**config.mk**
```make
export PLATFORM = sky130hd
export DESIGN_NAME = ind_reg_port
export DESIGN_NICKNAME = d
export VERILOG_FILES = /design/src/rtl/irp_pkg.sv /design/src/rtl/irp_region_dec.sv /design/src/rtl/irp_store.sv /design/src/rtl/irp_seq.sv /design/src/rtl/ind_reg_port.sv
export SDC_FILE = /design/constraint.sdc
export NUM_CORES = 2
export LEC_CHECK = 0
export BUFFER_PORTS_ARGS = -buffer_cell sky130_fd_sc_hd__buf_2
export CORE_ASPECT_RATIO = 0.9
export CORE_MARGIN = 2
export CORE_UTILIZATION = 55
export DETAILED_ROUTE_END_ITERATION = 10
export PLACE_DENSITY = 0.72
export SETUP_SLACK_MARGIN = 0.3
export SLEW_MARGIN = 40
export SYNTH_ARGS = -nofsm -noshare
export SYNTH_HDL_FRONTEND = slang
export SYNTH_HIERARCHICAL = 1
export SYNTH_SLANG_ARGS = --single-unit
```
**constraint.sdc**
```tcl
create_clock -name clk -period 2.8 [get_ports clk]
set_input_delay 0.56 -clock clk [delete_from_list [all_inputs] [get_ports clk]]
set_output_delay 0.56 -clock clk [all_outputs]
set_load 0.02 [all_outputs]
```
**src/rtl/irp_pkg.sv**
```systemverilog
package irp_pkg;

    localparam int unsigned LOC_W = 7;
    localparam int unsigned OCT_W = 8;

    localparam logic [1:0] SEL_CMD  = 2'd0;
    localparam logic [1:0] SEL_DATA = 2'd1;
    localparam logic [1:0] SEL_STAT = 2'd2;

    typedef enum logic [1:0] {
        RGN_NONE  = 2'd0,
        RGN_CFG   = 2'd1,
        RGN_TRUNK = 2'd2,
        RGN_SIG   = 2'd3
    } region_e;

    localparam logic [LOC_W-1:0] CFG_LO   = 7'h20;
    localparam logic [LOC_W-1:0] CFG_HI   = 7'h3F;
    localparam logic [LOC_W-1:0] TRUNK_LO = 7'h40;
    localparam logic [LOC_W-1:0] TRUNK_HI = 7'h5F;
    localparam logic [LOC_W-1:0] SIG_LO   = 7'h61;
    localparam logic [LOC_W-1:0] SIG_HI   = 7'h7F;

    localparam logic [OCT_W-1:0] SIG_KEEP = 8'h0F;

endpackage

```
**src/rtl/irp_region_dec.sv**
```systemverilog
module irp_region_dec
    import irp_pkg::*;
(
    input  logic [LOC_W-1:0] loc_i,
    output region_e          region_o,
    output logic [OCT_W-1:0] keep_o
);

    always_comb begin
        region_o = RGN_NONE;
        if (loc_i >= CFG_LO && loc_i <= CFG_HI) begin
            region_o = RGN_CFG;
        end else if (loc_i >= TRUNK_LO && loc_i <= TRUNK_HI) begin
            region_o = RGN_TRUNK;
        end else if (loc_i >= SIG_LO && loc_i <= SIG_HI) begin
            region_o = RGN_SIG;
        end
    end

    always_comb begin
        unique case (region_o)
            RGN_CFG:   keep_o = '1;
            RGN_TRUNK: keep_o = '1;
            RGN_SIG:   keep_o = SIG_KEEP;
            default:   keep_o = '0;
        endcase
    end

endmodule

```
**src/rtl/irp_store.sv**
```systemverilog
module irp_store
    import irp_pkg::*;
#(
    parameter int unsigned AW = LOC_W,
    parameter int unsigned DW = OCT_W
) (
    input  logic          clk,
    input  logic          rst_n,
    input  logic          we_i,
    input  logic [AW-1:0] addr_i,
    input  logic [DW-1:0] wdata_i,
    input  logic [DW-1:0] keep_i,
    output logic [DW-1:0] rdata_o
);

    localparam int unsigned DEPTH = 1 << AW;

    logic [DW-1:0] mem_q [DEPTH];

    for (genvar gi = 0; gi < DEPTH; gi++) begin : g_loc
        logic [DW-1:0] loc_d;
        always_comb begin
            loc_d = mem_q[gi];
            if (we_i && addr_i == AW'(gi)) begin
                loc_d = wdata_i & keep_i;
            end
        end
        always_ff @(posedge clk or negedge rst_n) begin
            if (!rst_n) begin
                mem_q[gi] <= '0;
            end else begin
                mem_q[gi] <= loc_d;
            end
        end
    end

    assign rdata_o = mem_q[addr_i] & keep_i;

    // A location whose keep mask is zero must never gain a set bit.
    p_masked_write_r8: assert property (@(posedge clk) disable iff (!rst_n)
        (we_i && keep_i == '0) |=> (mem_q[$past(addr_i)] == '0))
        else $error("write into unmapped location changed it");

endmodule

```
**src/rtl/irp_seq.sv**
```systemverilog
module irp_seq #(
    parameter int unsigned ACC_CYCLES = 62
) (
    input  logic clk,
    input  logic rst_n,
    input  logic start_i,
    output logic busy_o,
    output logic done_o
);

    localparam int unsigned CNT_W = (ACC_CYCLES < 2) ? 1 : $clog2(ACC_CYCLES);
    localparam logic [CNT_W-1:0] CNT_LOAD = CNT_W'(ACC_CYCLES - 1);

    typedef struct packed {
        logic             busy;
        logic [CNT_W-1:0] cnt;
    } seq_t;

    seq_t seq_d, seq_q;

    always_comb begin
        seq_d  = seq_q;
        done_o = seq_q.busy && (seq_q.cnt == '0);
        if (seq_q.busy) begin
            if (done_o) begin
                seq_d.busy = 1'b0;
            end else begin
                seq_d.cnt = seq_q.cnt - 1'b1;
            end
        end else if (start_i) begin
            seq_d.busy = 1'b1;
            seq_d.cnt  = CNT_LOAD;
        end
    end

    always_ff @(posedge clk or negedge rst_n) begin
        if (!rst_n) begin
            seq_q <= '0;
        end else begin
            seq_q <= seq_d;
        end
    end

    assign busy_o = seq_q.busy;

    p_start_busy_r1: assert property (@(posedge clk) disable iff (!rst_n)
        (start_i && !busy_o) |=> busy_o)
        else $error("accepted start did not raise busy");

    p_busy_hold_r2: assert property (@(posedge clk) disable iff (!rst_n)
        (busy_o && !done_o) |=> busy_o)
        else $error("busy dropped before the access finished");

    p_busy_end_r2: assert property (@(posedge clk) disable iff (!rst_n)
        done_o |=> !busy_o)
        else $error("busy still high after completion");

endmodule

```
**src/rtl/ind_reg_port.sv**
```systemverilog
module ind_reg_port
    import irp_pkg::*;
#(
    parameter int unsigned ACC_CYCLES = 62
) (
    input  logic             clk,
    input  logic             rst_n,
    input  logic             cpu_wr,
    input  logic [1:0]       cpu_sel,
    input  logic [OCT_W-1:0] cpu_wdata,
    output logic [OCT_W-1:0] cpu_rdata,
    output logic             busy
);

    localparam int unsigned STAT_PAD = OCT_W - 2;

    typedef struct packed {
        logic             dir;
        logic [LOC_W-1:0] loc;
        logic [OCT_W-1:0] data;
        logic             err;
    } regs_t;

    regs_t regs_d, regs_q;

    logic             start;
    logic             done;
    logic             busy_int;
    region_e          region;
    logic [OCT_W-1:0] keep;
    logic [OCT_W-1:0] store_rdata;
    logic             store_we;

    irp_seq #(.ACC_CYCLES(ACC_CYCLES)) u_seq (
        .clk     (clk),
        .rst_n   (rst_n),
        .start_i (start),
        .busy_o  (busy_int),
        .done_o  (done)
    );

    irp_region_dec u_dec (
        .loc_i    (regs_q.loc),
        .region_o (region),
        .keep_o   (keep)
    );

    irp_store #(.AW(LOC_W), .DW(OCT_W)) u_store (
        .clk     (clk),
        .rst_n   (rst_n),
        .we_i    (store_we),
        .addr_i  (regs_q.loc),
        .wdata_i (regs_q.data),
        .keep_i  (keep),
        .rdata_o (store_rdata)
    );

    assign start    = cpu_wr && (cpu_sel == SEL_CMD) && !busy_int;
    assign store_we = done && !regs_q.dir;

    always_comb begin
        regs_d = regs_q;
        if (done && regs_q.dir) begin
            regs_d.data = store_rdata;
        end
        if (cpu_wr) begin
            unique case (cpu_sel)
                SEL_CMD: begin
                    if (busy_int) begin
                        regs_d.err = 1'b1;
                    end else begin
                        regs_d.dir = cpu_wdata[OCT_W-1];
                        regs_d.loc = cpu_wdata[LOC_W-1:0];
                    end
                end
                SEL_DATA: begin
                    if (busy_int) begin
                        regs_d.err = 1'b1;
                    end else begin
                        regs_d.data = cpu_wdata;
                    end
                end
                SEL_STAT: begin
                    if (cpu_wdata[0]) begin
                        regs_d.err = 1'b0;
                    end
                end
                default: ;
            endcase
        end
    end

    always_ff @(posedge clk or negedge rst_n) begin
        if (!rst_n) begin
            regs_q <= '0;
        end else begin
            regs_q <= regs_d;
        end
    end

    always_comb begin
        unique case (cpu_sel)
            SEL_CMD:  cpu_rdata = {regs_q.dir, regs_q.loc};
            SEL_DATA: cpu_rdata = regs_q.data;
            SEL_STAT: cpu_rdata = {busy_int, {STAT_PAD{1'b0}}, regs_q.err};
            default:  cpu_rdata = '0;
        endcase
    end

    assign busy = busy_int;

    p_busy_reject_r5: assert property (@(posedge clk) disable iff (!rst_n)
        (busy && cpu_wr && (cpu_sel == SEL_CMD || cpu_sel == SEL_DATA)) |=> regs_q.err)
        else $error("rejected write did not flag error");

    p_cmd_frozen_r5: assert property (@(posedge clk) disable iff (!rst_n)
        busy |=> $stable({regs_q.dir, regs_q.loc}))
        else $error("command changed during an access");

    p_data_hold_r4: assert property (@(posedge clk) disable iff (!rst_n)
        (busy && !done) |=> $stable(regs_q.data))
        else $error("data register moved before completion");

    p_err_sticky_r6: assert property (@(posedge clk) disable iff (!rst_n)
        (regs_q.err && !(cpu_wr && cpu_sel == SEL_STAT && cpu_wdata[0])) |=> regs_q.err)
        else $error("error bit cleared without a clear write");

endmodule

```
==> out/qor.csv <==
metric,value,unit
drive_gt1_share,19.8,%
synth_warnings,6,
ant_nets,0,
finalCritPeriodShare,98.3,%
pin_count,22,
drtIter0Drc,3983,
dr.pass1.iters,8,
criticalPathCategory,register to register,
grt_antenna_before_repair,0,
fin_worst_skew,0.0247,ns
port_buffers,21,
max_cap_viol_count,0,
hold_path.class,primary input to register,
rsz0062_at_grt,yes,
power.density,851,mW/mm^2
synthCells,4338,
std_cell_rows,100,
grt_pass1_wl,212000,microns
insertion_delay,0.68,ns
r2r_start,regs_q[12],
required,3.39,ns
num_vias,35300,
root_buffer,clkbuf_16,
layout_common_cells,"1168 x nand2_1, 1045 x dfrtp_1, 1001 x o21ai_0",
die-width,310,microns
dieArea,0.0866,sq mm
grt_pass1_vias,34700,
gp_congestion,0.956,
clkTransAtPathRegs,0.06,ns
total_power,46.9,mW
cts_buffers,102,
core_area,0.0831,sq mm
hold_ws,0.158,ns
grt-ovfl-total,0,
outcome,finished clean,
area_delta_synth_final,18.9,%
cp_data_arrival_time,3.35,ns
path_cells,"buf_16, clkinvlp_4, buf_12, mux2_2, o221ai_1, a21oi_1, o21ai_0, a22oi_1, mux2i_1, o21ai_0",
routed_wirelength,137000,microns
dp_hpwl,88600,microns
grt_usage,32.2,%
tightest_slew,0.671,ns
synthesis.area,0.0463,sq mm
ir_drop,0.811,mV
hold_path_depth,3,
avgSynthCellArea,10.7,sq um
setup.worst_path.start,regs_q[12],
setup_viol_count_final,0,
holdPathEnd,regs_q[6],
clk_path_buf_depth,3,
syn-num-nets,4354,
endpoint_kind,register,
start_kind,register,
crit-reg2reg-capture,regs_q[1],
cts_num_sinks,1048,
drc,0,
die_h,279,microns
fmax,363,MHz
ctsHtreeMaxLevel,3,
max_slew_margin,55.0,%
period_needed,2.75,ns
routed_via_density,6.17,
diodes,0,
maxSlewViolCount,0,
hold_viol,0,
initial_core_util,55.8,%
ff2ff_path_depth,10,
min_from,cpu_wdata[5],
critPathMostFrequentCell,o21ai_0,
slowest_delay,0.56,ns
grt_max_degree,103,
layout_commonest_cell,nand2_1,
tns,0,ns
wl_per_cell,24.0,microns
p_leak,24.4,nW
critPathSlowestCell,dfrtp_4,
cts_tree,done,
fin_nets,4532,
critPathMaxFanout,34,
reg2reg_slack,0.05,ns
==> stage by stage <==
| step | instances | setup WS, ns | instance area [sq um] | utilization (%) |
|---|---|---|---|---|
| after floorplan | 4338 | 0.320 | 46300 | - |
| after global placement | 5508 | -0.0956 | 50700 | 61.0 |
| after detailed placement | 5508 | -0.125 | 50700 | 61.0 |
| after CTS | 5711 | 0.0660 | 54600 | 65.7 |
| after global routing | 5719 | -0.0237 | 55100 | 66.3 |
| final | 5719 | 0.0464 | 55100 | 66.3 |
==> layer usage <==
| layer | track usage (%) | part of all wire [%] | routed length, microns | up-vias |
|---|---|---|---|---|
| met2 | 48.0 | 45 | 62400 | 1687 |
| met1 | 45.6 | 41 | 55600 | 17700 |
| met4 | 13.7 | 4.2 | 5800 | 0 |
| li1 | - | - | - | 15500 |
| met3 | 7.97 | 9.7 | 13400 | 362 |
| met5 | 0 | 0 | 0 | - |
==> flip-flops by register name, summed over array words and instances (netlist names) <==
signal / flops
regs_q: 17
u_store/mem_q: 1024
u_seq/busy_o: 1
u_seq/seq_q: 6
==> power by group <==
group | internal (mW) | leakage (nW) | switching (mW) | total (mW)
Combinational | 5.83 | 8.06 | 10.7 | 16.5
Sequential | 15.4 | 14.6 | 0.370 | 15.8
Clock | 8.55 | 1.74 | 5.99 | 14.5
==> layout make-up <==
| class | instances | area [sq um] |
|---|---|---|
| Fill cell | 6142 | 28000 |
| Sequential cell | 1048 | 26200 |
| Multi-Input combinational cell | 2923 | 18700 |
| Timing Repair Buffer | 429 | 5160 |
| Clock buffer | 143 | 2950 |
| Tap cell | 1122 | 1400 |
| Clock inverter | 42 | 581 |
| Inverter | 12 | 48.8 |
==> critical path: cells and delay by family, from the launching register on <==
family          cells  cell delay [ns]
compound gates      5             0.89
buf+inv             3             0.76
flops               1             0.56
mux                 2             0.38
==> how the worst max path moves through the flow <==
stage,slack (ns),to,cells after the start
after global routing,-0.02,u_store/mem_q[589],14
final,0.05,regs_q[1],10
after floorplan,0.32,u_store/mem_q[180],11
after detailed placement,-0.12,regs_q[1],11
after CTS,0.07,regs_q[7],10
after global placement,-0.1,regs_q[7],10
==> what timing repair did <==
action | CTS | global route
hold endpoints to repair | 19 | 0
pin swaps | 6 | 12
gates cloned | 3 | 1
endpoints found under the setup margin | 1035 | 1037
hold buffers | 1 | 0
resized for setup | 58 | 95
buffers inserted | 14 | 7
Note: power is estimated with default switching activity, not from simulation.
